File: config.mk
export PLATFORM = sky130hd
export DESIGN_NAME = spd_timing_extract
export DESIGN_NICKNAME = d
export VERILOG_FILES = /design/src/rtl/spd_extract_pkg.sv /design/src/rtl/spd_image_capture.sv /design/src/rtl/spd_ceil_div.sv /design/src/rtl/spd_timing_extract.sv
export SDC_FILE = /design/constraint.sdc
export NUM_CORES = 1
export LEC_CHECK = 0
export CORE_MARGIN = 2
export CORE_UTILIZATION = 55
export DETAILED_ROUTE_END_ITERATION = 8
export GPL_TIMING_DRIVEN = 0
export PLACE_DENSITY = 0.75
export SYNTH_ARGS = -nofsm -noshare
export SYNTH_HDL_FRONTEND = slang
export SYNTH_SLANG_ARGS = --single-unit
File: constraint.sdc
create_clock -name clk -period 6.59 [get_ports clk]
set_input_delay 1.318 -clock clk [delete_from_list [all_inputs] [get_ports clk]]
set_output_delay 1.318 -clock clk [all_outputs]
set_load 0.005 [all_outputs]
File: src/rtl/spd_extract_pkg.sv
// Shared constants, types and decode helpers for the presence-detect
// timing extractor. Times are carried in units of 0.05 ns so that the
// tenth-ns and quarter-ns encodings are both exact integers.
package spd_extract_pkg;

    localparam int VAL_W  = 14;   // holds 255 ns in 0.05 ns units (5100)
    localparam int NUM_T  = 8;    // number of timing bytes converted

    typedef enum logic [1:0] {
        ENC_NIBBLE  = 2'd0,       // upper nibble ns, lower nibble tenths
        ENC_QUARTER = 2'd1,       // count of 0.25 ns
        ENC_WHOLE   = 2'd2        // count of 1 ns
    } tenc_e;

    // Map a byte index to {hit, slot}; slot order fixes the output order.
    function automatic logic [3:0] slot_of(logic [7:0] idx);
        case (idx)
            8'd9:    return 4'b1000;
            8'd23:   return 4'b1001;
            8'd27:   return 4'b1010;
            8'd28:   return 4'b1011;
            8'd29:   return 4'b1100;
            8'd30:   return 4'b1101;
            8'd41:   return 4'b1110;
            8'd42:   return 4'b1111;
            default: return 4'b0000;
        endcase
    endfunction

    // Encoding used by each slot.
    function automatic tenc_e enc_of(int slot);
        if (slot < 2)      return ENC_NIBBLE;
        else if (slot < 5) return ENC_QUARTER;
        else               return ENC_WHOLE;
    endfunction

    // Convert a raw byte to 0.05 ns units under the given encoding.
    function automatic logic [VAL_W-1:0] to_units(tenc_e e, logic [7:0] b);
        logic [VAL_W-1:0] hi, lo, whole;
        hi    = VAL_W'(b[7:4]);
        lo    = VAL_W'(b[3:0]);
        whole = VAL_W'(b);
        case (e)
            ENC_NIBBLE:  return (hi * VAL_W'(10) + lo) * VAL_W'(2);
            ENC_QUARTER: return whole * VAL_W'(5);
            default:     return whole * VAL_W'(20);
        endcase
    endfunction

endpackage

File: src/rtl/spd_image_capture.sv
// Byte-stream front end. Keeps the modulo-256 sum of bytes 0..62,
// stores byte 63, the type byte, the geometry bytes and the raw timing
// bytes. Issues a one-cycle start pulse the cycle after a final byte,
// but only if byte 63 belongs to the current image.
// Assumes bytes of one image arrive with index 0 first.
module spd_image_capture
    import spd_extract_pkg::*;
(
    input  logic       clk,
    input  logic       rst_n,
    input  logic       byte_valid,
    input  logic [7:0] byte_index,
    input  logic [7:0] byte_data,
    input  logic       byte_last,
    output logic       start,
    output logic       seen_csum,
    output logic       sum_ok,
    output logic       type_ok,
    output logic [7:0] row_bits,
    output logic [7:0] col_bits,
    output logic [7:0] bank_count,
    output logic [7:0] raw [NUM_T]
);

    logic [7:0] run_sum;
    logic [7:0] stored_sum;
    logic [7:0] type_byte;
    logic [3:0] slot_info;

    assign slot_info = slot_of(byte_index);

    // Running sum of the checksum-covered range, restarted at index 0.
    always_ff @(posedge clk) begin
        if (!rst_n)
            run_sum <= '0;
        else if (byte_valid && byte_index == 8'd0)
            run_sum <= byte_data;
        else if (byte_valid && byte_index < 8'd63)
            run_sum <= run_sum + byte_data;
    end

    // Stored checksum and the flag saying it belongs to this image.
    always_ff @(posedge clk) begin
        if (!rst_n) begin
            stored_sum <= '0;
            seen_csum  <= 1'b0;
        end else if (byte_valid && byte_index == 8'd63) begin
            stored_sum <= byte_data;
            seen_csum  <= 1'b1;
        end else if (byte_valid && byte_index == 8'd0) begin
            seen_csum  <= 1'b0;
        end
    end

    // Type and geometry bytes.
    always_ff @(posedge clk) begin
        if (!rst_n) begin
            type_byte  <= '0;
            row_bits   <= '0;
            col_bits   <= '0;
            bank_count <= '0;
        end else if (byte_valid) begin
            case (byte_index)
                8'd2:    type_byte  <= byte_data;
                8'd3:    row_bits   <= byte_data;
                8'd4:    col_bits   <= byte_data;
                8'd17:   bank_count <= byte_data;
                default: ;
            endcase
        end
    end

    // One holding register per timing slot.
    for (genvar s = 0; s < NUM_T; s++) begin : g_raw
        always_ff @(posedge clk) begin
            if (!rst_n)
                raw[s] <= '0;
            else if (byte_valid && slot_info[3] && slot_info[2:0] == 3'(s))
                raw[s] <= byte_data;
        end
    end

    // Start pulse one cycle after a final byte of a complete-enough image.
    always_ff @(posedge clk) begin
        if (!rst_n)
            start <= 1'b0;
        else
            start <= byte_valid && byte_last &&
                     (seen_csum || byte_index == 8'd63);
    end

    assign sum_ok  = (run_sum == stored_sum);
    assign type_ok = (type_byte == 8'h07);

endmodule

File: src/rtl/spd_ceil_div.sv
// Round-up divider by repeated subtraction of a constant divisor.
// On start it loads the dividend; each busy cycle adds one to the count
// and removes one divisor. Finishes after ceil(dividend/DIVISOR) busy
// cycles. A zero dividend finishes at once with count 0.
// Assumes the quotient fits in CNT_W bits.
module spd_ceil_div #(
    parameter int VAL_W   = 14,
    parameter int CNT_W   = 8,
    parameter int DIVISOR = 150
) (
    input  logic             clk,
    input  logic             rst_n,
    input  logic             start,
    input  logic [VAL_W-1:0] dividend,
    output logic [CNT_W-1:0] result,
    output logic             busy
);

    localparam logic [VAL_W-1:0] DIV_V = VAL_W'(DIVISOR);

    logic [VAL_W-1:0] remain;

    // Load on start, then subtract until the remainder is covered.
    always_ff @(posedge clk) begin
        if (!rst_n) begin
            remain <= '0;
            result <= '0;
            busy   <= 1'b0;
        end else if (start) begin
            remain <= dividend;
            result <= '0;
            busy   <= (dividend != '0);
        end else if (busy) begin
            result <= result + CNT_W'(1);
            if (remain > DIV_V)
                remain <= remain - DIV_V;
            else
                busy <= 1'b0;
        end
    end

endmodule

File: src/rtl/spd_timing_extract.sv
// Top level of the presence-detect timing extractor. Captures the
// stream, converts eight timing bytes to controller clocks in parallel
// dividers, and raises done with the checksum and type verdicts.
// CLK_TENTHS is the controller clock period in tenths of a ns; it must
// be at least 10 so that the default CNT_W holds every count.
module spd_timing_extract
    import spd_extract_pkg::*;
#(
    parameter int CLK_TENTHS = 75,
    parameter int CNT_W      = 8
) (
    input  logic             clk,
    input  logic             rst_n,
    input  logic             byte_valid,
    input  logic [7:0]       byte_index,
    input  logic [7:0]       byte_data,
    input  logic             byte_last,
    output logic             done,
    output logic             csum_err,
    output logic             type_err,
    output logic [7:0]       row_bits,
    output logic [7:0]       col_bits,
    output logic [7:0]       bank_count,
    output logic [CNT_W-1:0] cyc_main_clk,
    output logic [CNT_W-1:0] cyc_alt_clk,
    output logic [CNT_W-1:0] prech_clk,
    output logic [CNT_W-1:0] act2act_clk,
    output logic [CNT_W-1:0] ras2cas_clk,
    output logic [CNT_W-1:0] act_min_clk,
    output logic [CNT_W-1:0] row_cycle_clk,
    output logic [CNT_W-1:0] refresh_clk
);

    localparam int DIVISOR_U = 2 * CLK_TENTHS;   // period in 0.05 ns units

    logic             start;
    logic             seen_csum;
    logic             sum_ok;
    logic             type_ok;
    logic             conv_active;
    logic [7:0]       raw  [NUM_T];
    logic [VAL_W-1:0] dvd  [NUM_T];
    logic [CNT_W-1:0] cnt  [NUM_T];
    logic [NUM_T-1:0] busy;

    spd_image_capture u_cap (
        .clk        (clk),
        .rst_n      (rst_n),
        .byte_valid (byte_valid),
        .byte_index (byte_index),
        .byte_data  (byte_data),
        .byte_last  (byte_last),
        .start      (start),
        .seen_csum  (seen_csum),
        .sum_ok     (sum_ok),
        .type_ok    (type_ok),
        .row_bits   (row_bits),
        .col_bits   (col_bits),
        .bank_count (bank_count),
        .raw        (raw)
    );

    // One decoder and divider per timing slot.
    for (genvar s = 0; s < NUM_T; s++) begin : g_conv
        assign dvd[s] = to_units(enc_of(s), raw[s]);

        spd_ceil_div #(
            .VAL_W   (VAL_W),
            .CNT_W   (CNT_W),
            .DIVISOR (DIVISOR_U)
        ) u_div (
            .clk      (clk),
            .rst_n    (rst_n),
            .start    (start),
            .dividend (dvd[s]),
            .result   (cnt[s]),
            .busy     (busy[s])
        );
    end

    // Completion tracking and verdict flags.
    always_ff @(posedge clk) begin
        if (!rst_n) begin
            conv_active <= 1'b0;
            done        <= 1'b0;
            csum_err    <= 1'b0;
            type_err    <= 1'b0;
        end else if (byte_valid && byte_index == 8'd0) begin
            conv_active <= 1'b0;
            done        <= 1'b0;
            csum_err    <= 1'b0;
            type_err    <= 1'b0;
        end else if (start) begin
            conv_active <= 1'b1;
            done        <= 1'b0;
        end else if (conv_active && busy == '0) begin
            conv_active <= 1'b0;
            done        <= 1'b1;
            csum_err    <= !sum_ok;
            type_err    <= !type_ok;
        end
    end

    assign cyc_main_clk  = cnt[0];
    assign cyc_alt_clk   = cnt[1];
    assign prech_clk     = cnt[2];
    assign act2act_clk   = cnt[3];
    assign ras2cas_clk   = cnt[4];
    assign act_min_clk   = cnt[5];
    assign row_cycle_clk = cnt[6];
    assign refresh_clk   = cnt[7];

endmodule

Word level (Yosys, flattened, before mapping)
Index checks and enable logic that the tools add are counted.
{"block": "classes", "add_sub_neg": 19, "n_lt_le_gt_ge": 9, "reduce_logical": 72, "eq_ne": 22, "n_mul": 8, "n_mux": 55, "n_bitwise": 2}
{"op": "13-bit two-way mux", "count": 9}
{"op": "14-bit by 8-bit > comparator with 1-bit output (second input constant)", "count": 8}
{"op": "14-bit nonzero test", "count": 8}
{"op": "14-bit by 8-bit subtractor with 14-bit output (second input constant)", "count": 8}
{"op": "11-bit two-way mux", "count": 9}
{"op": "14-bit two-way mux", "count": 6}
{"op": "8-bit by 3-bit multiplier with 11-bit output (second input constant)", "count": 6}
{"op": "8-bit by 1-bit adder with 8-bit output (second input constant)", "count": 8}
{"op": "8-bit by 5-bit == test with 1-bit output (second input constant)", "count": 6}
{"op": "2-bit AND reduction", "count": 21}
{"op": "2-bit nonzero test", "count": 19}
{"op": "4-bit case mux with 8 select lines", "count": 1}
{"op": "1-bit two-way mux", "count": 28}
{"op": "8-bit by 6-bit == test with 1-bit output (second input constant)", "count": 3}
{"op": "8-bit by 4-bit adder with 9-bit output", "count": 2}
{"op": "8-bit by 2-bit == test with 1-bit output (second input constant)", "count": 2}
{"op": "8-bit by 3-bit == test with 1-bit output (second input constant)", "count": 2}
{"op": "8-bit zero test", "count": 2}
{"op": "8-bit two-way mux", "count": 2}
{"op": "1-bit logical AND", "count": 15}
{"op": "4-bit by 3-bit multiplier with 7-bit output (second input constant)", "count": 2}
{"op": "3-bit == test (second input constant)", "count": 4}
{"op": "8-bit adder", "count": 1}
{"op": "8-bit by 4-bit == test with 1-bit output (second input constant)", "count": 1}
{"op": "other kinds (10)", "count": 14}
{"block": "word_totals", "word_cells": 239, "input_bits": 20, "output_inout_bits": 91, "register_bits": 302}

Logic depth before layout (Yosys ltp)
{"block": "depth", "word_depth": 4, "depth_mapped": 9, "ltp_nobuf": 9}

By module
Synthesis repeated with hierarchy kept, for this count alone.
{"block": "unflattened", "cells_unflattened": 2088, "area_unflattened_um2": 18472.7}
{"mod": "spd_ceil_div", "cells_per_inst": 156, "area_per_inst_um2": 1338.8, "seq_area_each_um2": 460.4, "instances": 8}
{"mod": "spd_image_capture", "cells_per_inst": 505, "area_per_inst_um2": 4976.0, "seq_area_each_um2": 2282.2, "instances": 1}
{"mod": "spd_timing_extract", "cells_per_inst": 335, "area_per_inst_um2": 2786.4, "seq_area_each_um2": 80.1, "instances": 1}

Least setup slack after synthesis
OpenSTA, ideal clock, no wires.
{"block": "synth_path", "kind": "in2reg", "start": "input port byte_index[4]", "end": "register u_cap.raw[56] in the netlist's numbering", "stages": 7, "setup_slack_ps": 3395, "path_buffers": 1, "t_required_ps": 6462, "setup_time_ps": 128, "t_arrival_ps": 3068, "cell_sequence": "or4_1 -> buf_4 -> nor3_4 -> o21ai_2 -> a2111oi_4 -> mux2i_1 -> nor2_1"}
{"block": "synth_via", "elab_chain_cells": 4, "elab_cells_between_ends": 12}
{"item": "from (decl)", "line_no": "spd_timing_extract.sv:15", "text": "input logic [7:0] byte_index,"}
{"item": "8-bit by 6-bit == test with 1-bit output (tied with other cells)", "line_no": "spd_extract_pkg.sv:17", "text": "case (idx)"}
{"item": "4-bit case mux with 8 select lines *", "line_no": "spd_extract_pkg.sv:17"}
{"item": "3-bit zero test or 1-bit logical AND (tied branches)", "line_no": "spd_image_capture.sv:78", "text": "else if (byte_valid && slot_info[3] && slot_info[2:0] == 3'(s))"}
{"item": "1-bit logical AND *", "line_no": "spd_image_capture.sv:78"}
{"item": "to (signal, indexed assignment)", "line_no": "spd_image_capture.sv:79", "text": "raw[s] <= byte_data;"}
{"item": "to (decl)", "line_no": "spd_image_capture.sv:22", "text": "output logic [7:0] raw [NUM_T]"}
Mark *: on every way between the ends. The rest lies on a longest branch, timed or not.
A chain may end at the register's enable or synchronous reset.

Worst setup path after layout
{"block": "layout_path", "start": "input port byte_data[1]", "end": "register u_cap.run_sum[6]"}
{"block": "layout_via", "elab_chain_cells": 3}
{"item": "from (decl)", "line_no": "spd_timing_extract.sv:16", "text": "input logic [7:0] byte_data,"}
{"item": "8-bit adder", "line_no": "spd_image_capture.sv:39", "text": "run_sum <= run_sum + byte_data;"}
{"item": "8-bit two-way mux", "line_no": "spd_image_capture.sv:38", "text": "else if (byte_valid && byte_index < 8'd63)"}
{"item": "8-bit two-way mux", "line_no": "spd_image_capture.sv:36", "text": "else if (byte_valid && byte_index == 8'd0)"}
{"item": "to (signal assigned)", "line_no": "spd_image_capture.sv:37", "text": "run_sum <= byte_data;"}
{"item": "to (signal assigned)", "line_no": "spd_image_capture.sv:39"}
{"item": "to (decl)", "line_no": "spd_image_capture.sv:25", "text": "logic [7:0] run_sum;"}
Every way passes these cells. The select of a mux whose other input is x is not followed.

==> results_dict.tcl <==
set metrics [dict create \
    status "finished clean" \
    cp_slowest_cell "clkbuf_1" \
    syn_to_final_growth_pct 16.53 \
    tns_ps 0 \
    die_h_um 176.0 \
    fin_skew_ps 15.52 \
    pin_count 111 \
    post-route-util 0.6554 \
    hpwlAfterDp_mm 31.36 \
    wl_per_cell_um 18.66 \
    cts_tree "yes" \
    vdd_drop_max_v 0.0002093 \
    track_usage 0.2832 \
    end_kind "flop" \
    synth_top_family_by_area "simple AND/OR/NAND/NOR gates" \
    cp_cell_sequence "clkdlybuf4s50_1 -> clkbuf_1 -> inv_1 -> fa_1 -> nor2b_1 -> o21ai_0 -> a21boi_0 -> o21ai_0 -> nor3b_1 -> a221o_1" \
    muxShareOfSynthArea 0.06965 \
    worstSkewPairLatency_ps 580 \
    avgSynthCellArea_um2 8.773 \
    ys_seq_area_frac 0.3653 \
    post-cts-setup-buffers 0 \
    grt_max_degree 16 \
    final_cell_mix "dfxtp_1, nor2_1, nand2_1, a21oi_1, mux2i_1" \
    initial_utilization 0.5624 \
    clkTransAtPathRegs_ps 60 \
    dieWidth_um 176.0 \
    post-route-period-util 0.6180 \
    critPathBufInv 3 \
    antennaDiodeCount 0 \
    p_per_area_nw_per_um2 204.2 \
    ys_ff_latch 297 \
    fin_crit_ps 4073 \
    grt_pass1_vias 13560 \
    synth_nets 1995 \
    holdBufCountCts 0 \
    drc 0 \
    fin_hold_ws_ps 457.3 \
    rsz0062_at_grt "false" \
    path_class "in -> reg" \
    synthFlopType "dfxtp_1" \
    synthCells 1855 \
    first_pass_iters 6 \
    grt_overflow 0 \
    cpPeakStageDelay_ps 790 \
    finalMaxSlewViolations 0 \
    htree_levels 1 \
    cts_root_buf "clkbuf_16" \
    synthAdderAreaFrac 0.09733 \
    cts_inserted_buffers 31 \
    wl_mm 44.85 \
    cp.depth 10 \
    drive_gt1_frac 0.04755 \
    portBuffers 108 \
    critPathLaunchType "input pin" \
    worstMarginPinSlew_ps 1114 \
    drt_iter0_drc 999 \
    cp.arrival_ps 4540 \
    fmax_mhz 245.5 \
    clock_path_buffers 3 \
    dr_total_vias 14480 \
    nNetsFinal 2136 \
    routed_via_density 6.026 \
    crit_required_ps 7060 \
    synth_edf_count 0 \
    layout_commonest_cell "dfxtp_1" \
    max_slew_margin 0.2547 \
    synthDistinctLibCells 89 \
    power_leakage_uw 0.007783 \
    power_uw 3872 \
    cts_num_sinks 297 \
    grt_first_pass_wirelength_mm 70.86 \
    place.gp.congestion 0.9405 \
    cp-startpoint "byte_data[1]" \
    r2r_start "u_cap.start" \
    r2r_slack_ps 3120 \
    async_reset_ff_frac 0 \
    holdCritPathClass "reg -> reg" \
    crit_top_cell "o21ai_0" \
    finalSetupViolCount 0 \
    coreArea_um2 28940 \
    rows 62 \
    antenna_found_initial 0 \
    synth_area_um2 16270 \
    worstReg2RegEnd "g_conv[1].u_div.remain[3]" \
    critPathTopFamily "buffers and inverters" \
    yosysWarnings 0 \
    maxCapViolCount 0 \
    cts_resized 0 \
    fillers 2421 \
    antenna_left 0 \
    synth-compound-area-share 0.1628 \
    path_max_fanout 10 \
    synth_xor_area_frac 0.08449 \
    endpoint "u_cap.run_sum[6]" \
    r2r_cells 6 \
    synthSimpleGateAreaFrac 0.1904 \
    dieArea_um2 30980 \
    hold_violations 0 \
]
## final cells by class
| type | instances | area (um2) | share of cell area |
|---|---|---|---|
| plain buffers | 91 | 359.1 | 0.01894 |
| inverters | 34 | 127.6 | 0.006730 |
| flip-flops and latches | 297 | 5946 | 0.3135 |
| clock inverters | 11 | 190.2 | 0.01003 |
| well taps | 384 | 480.5 | 0.02533 |
| repair buffers | 108 | 1081 | 0.05700 |
| multi-input cells | 1433 | 9842 | 0.5190 |
| clock buffers | 45 | 938.4 | 0.04948 |
## report_power, final
group          total (uW)  internal, uW  switching (uW)
Combinational         149          40.8             108
Sequential           1800          1800            4.91
Clock                1920          1180             744
Total                3870          3020             856
## worst register-to-register path, delay by kind of cell (launching register included)
family                 cells  cell delay [ps]
AND/OR/NAND/NOR            1              320
flip-flops                 1              310
buffers and inverters      4             2460
AO/OA/AOI/OAI              1              230
## worst min-delay path by stage
| stage | slack [ps] | depth (start not counted) | endpoint | startpoint |
|---|---|---|---|---|
| floorplan | 440 | 2 | g_conv[1].u_div.remain[9] | g_conv[1].u_div.remain[9] |
| global placement | 440 | 2 | u_cap.row_bits[1] | u_cap.row_bits[1] |
| detailed placement | 450 | 2 | u_cap.row_bits[1] | u_cap.row_bits[1] |
| CTS | 460 | 2 | u_cap.row_bits[1] | u_cap.row_bits[1] |
| global route | 480 | 2 | u_cap.row_bits[6] | u_cap.row_bits[6] |
| finish | 460 | 2 | u_cap.row_bits[1] | u_cap.row_bits[1] |
## cells in the mapped netlist (all sizes together), types with 5 or more instances
cell    number  area [um2]
or4         14       105.1
a21boi      11       82.58
or2          9       56.30
nand4b       7       61.31
nor4        22       158.9
a21oi      132       660.6
a21o        23       172.7
fa          11       220.2
o21ai      102       514.2
o211a        6       60.06
nand2      144       540.5
nor3b        8       60.06
ha         109        1364
xor2        94       823.3
dfxtp      297        5946
xnor2       63       551.8
a211oi      16       120.1
nor2b       12       75.07
nor2       227       864.6
buf         15       73.82
o22ai       12       75.07
a31oi       11       68.82
clkbuf      76       285.3
nand2b      12       75.07
a22oi       10       75.07
nand3b       7       52.55
o211ai      18       135.1
and3        13       81.33
a211o        5       43.79
nand4       35       219.0
or3         32       200.2
inv         33       123.9
o21bai      11       82.58
mux2i      111        1111
nor3        26       163.9
o31ai        8       70.06
o21a         6       45.04
nand3       39       200.2
## metal layers
metal,GRT usage,wire length [um],up-vias
li1,-,-,6940
met1,0.3677,19400,6872
met5,0,0,-
met3,0.03618,2866,129
met2,0.4726,20520,539
met4,0.1267,2061,0
## registers in the layout, summed over array words and instances, names as in the netlist
name / cells
g_conv.u_div.remain: 107
g_conv.u_div.result: 64
u_cap.raw: 64
g_conv.u_div.busy: 8
u_cap.bank_count: 8
u_cap.col_bits: 8
u_cap.row_bits: 8
u_cap.run_sum: 8
u_cap.stored_sum: 8
u_cap.type_byte: 8
conv_active: 1
csum_err: 1
done: 1
type_err: 1
u_cap.seen_csum: 1
u_cap.start: 1
## logic make-up (layout without fill, tap and decap cells)
family | count (synthesis) | in the layout
muxes | 113 | 113
adders and majority gates | 120 | 120
AOI/OAI and AO/OA | 415 | 415
xor gates and xnor gates | 157 | 157
and+or+nand+nor | 628 | 628
buffers and inverters | 125 | 289
DFF | 297 | 297
## stage by stage
step / setup slack [ps] / cell area (um2) / instances
floorplan: 3395 / 16270 / 1855
global placement: 1945 / 17840 / 2347
detailed placement: 1941 / 17840 / 2347
CTS: 2509 / 18960 / 2403
global route: 2399 / 18960 / 2403
finish: 2517 / 18960 / 2403
No activity file was read; power rests on OpenSTA's default activity.
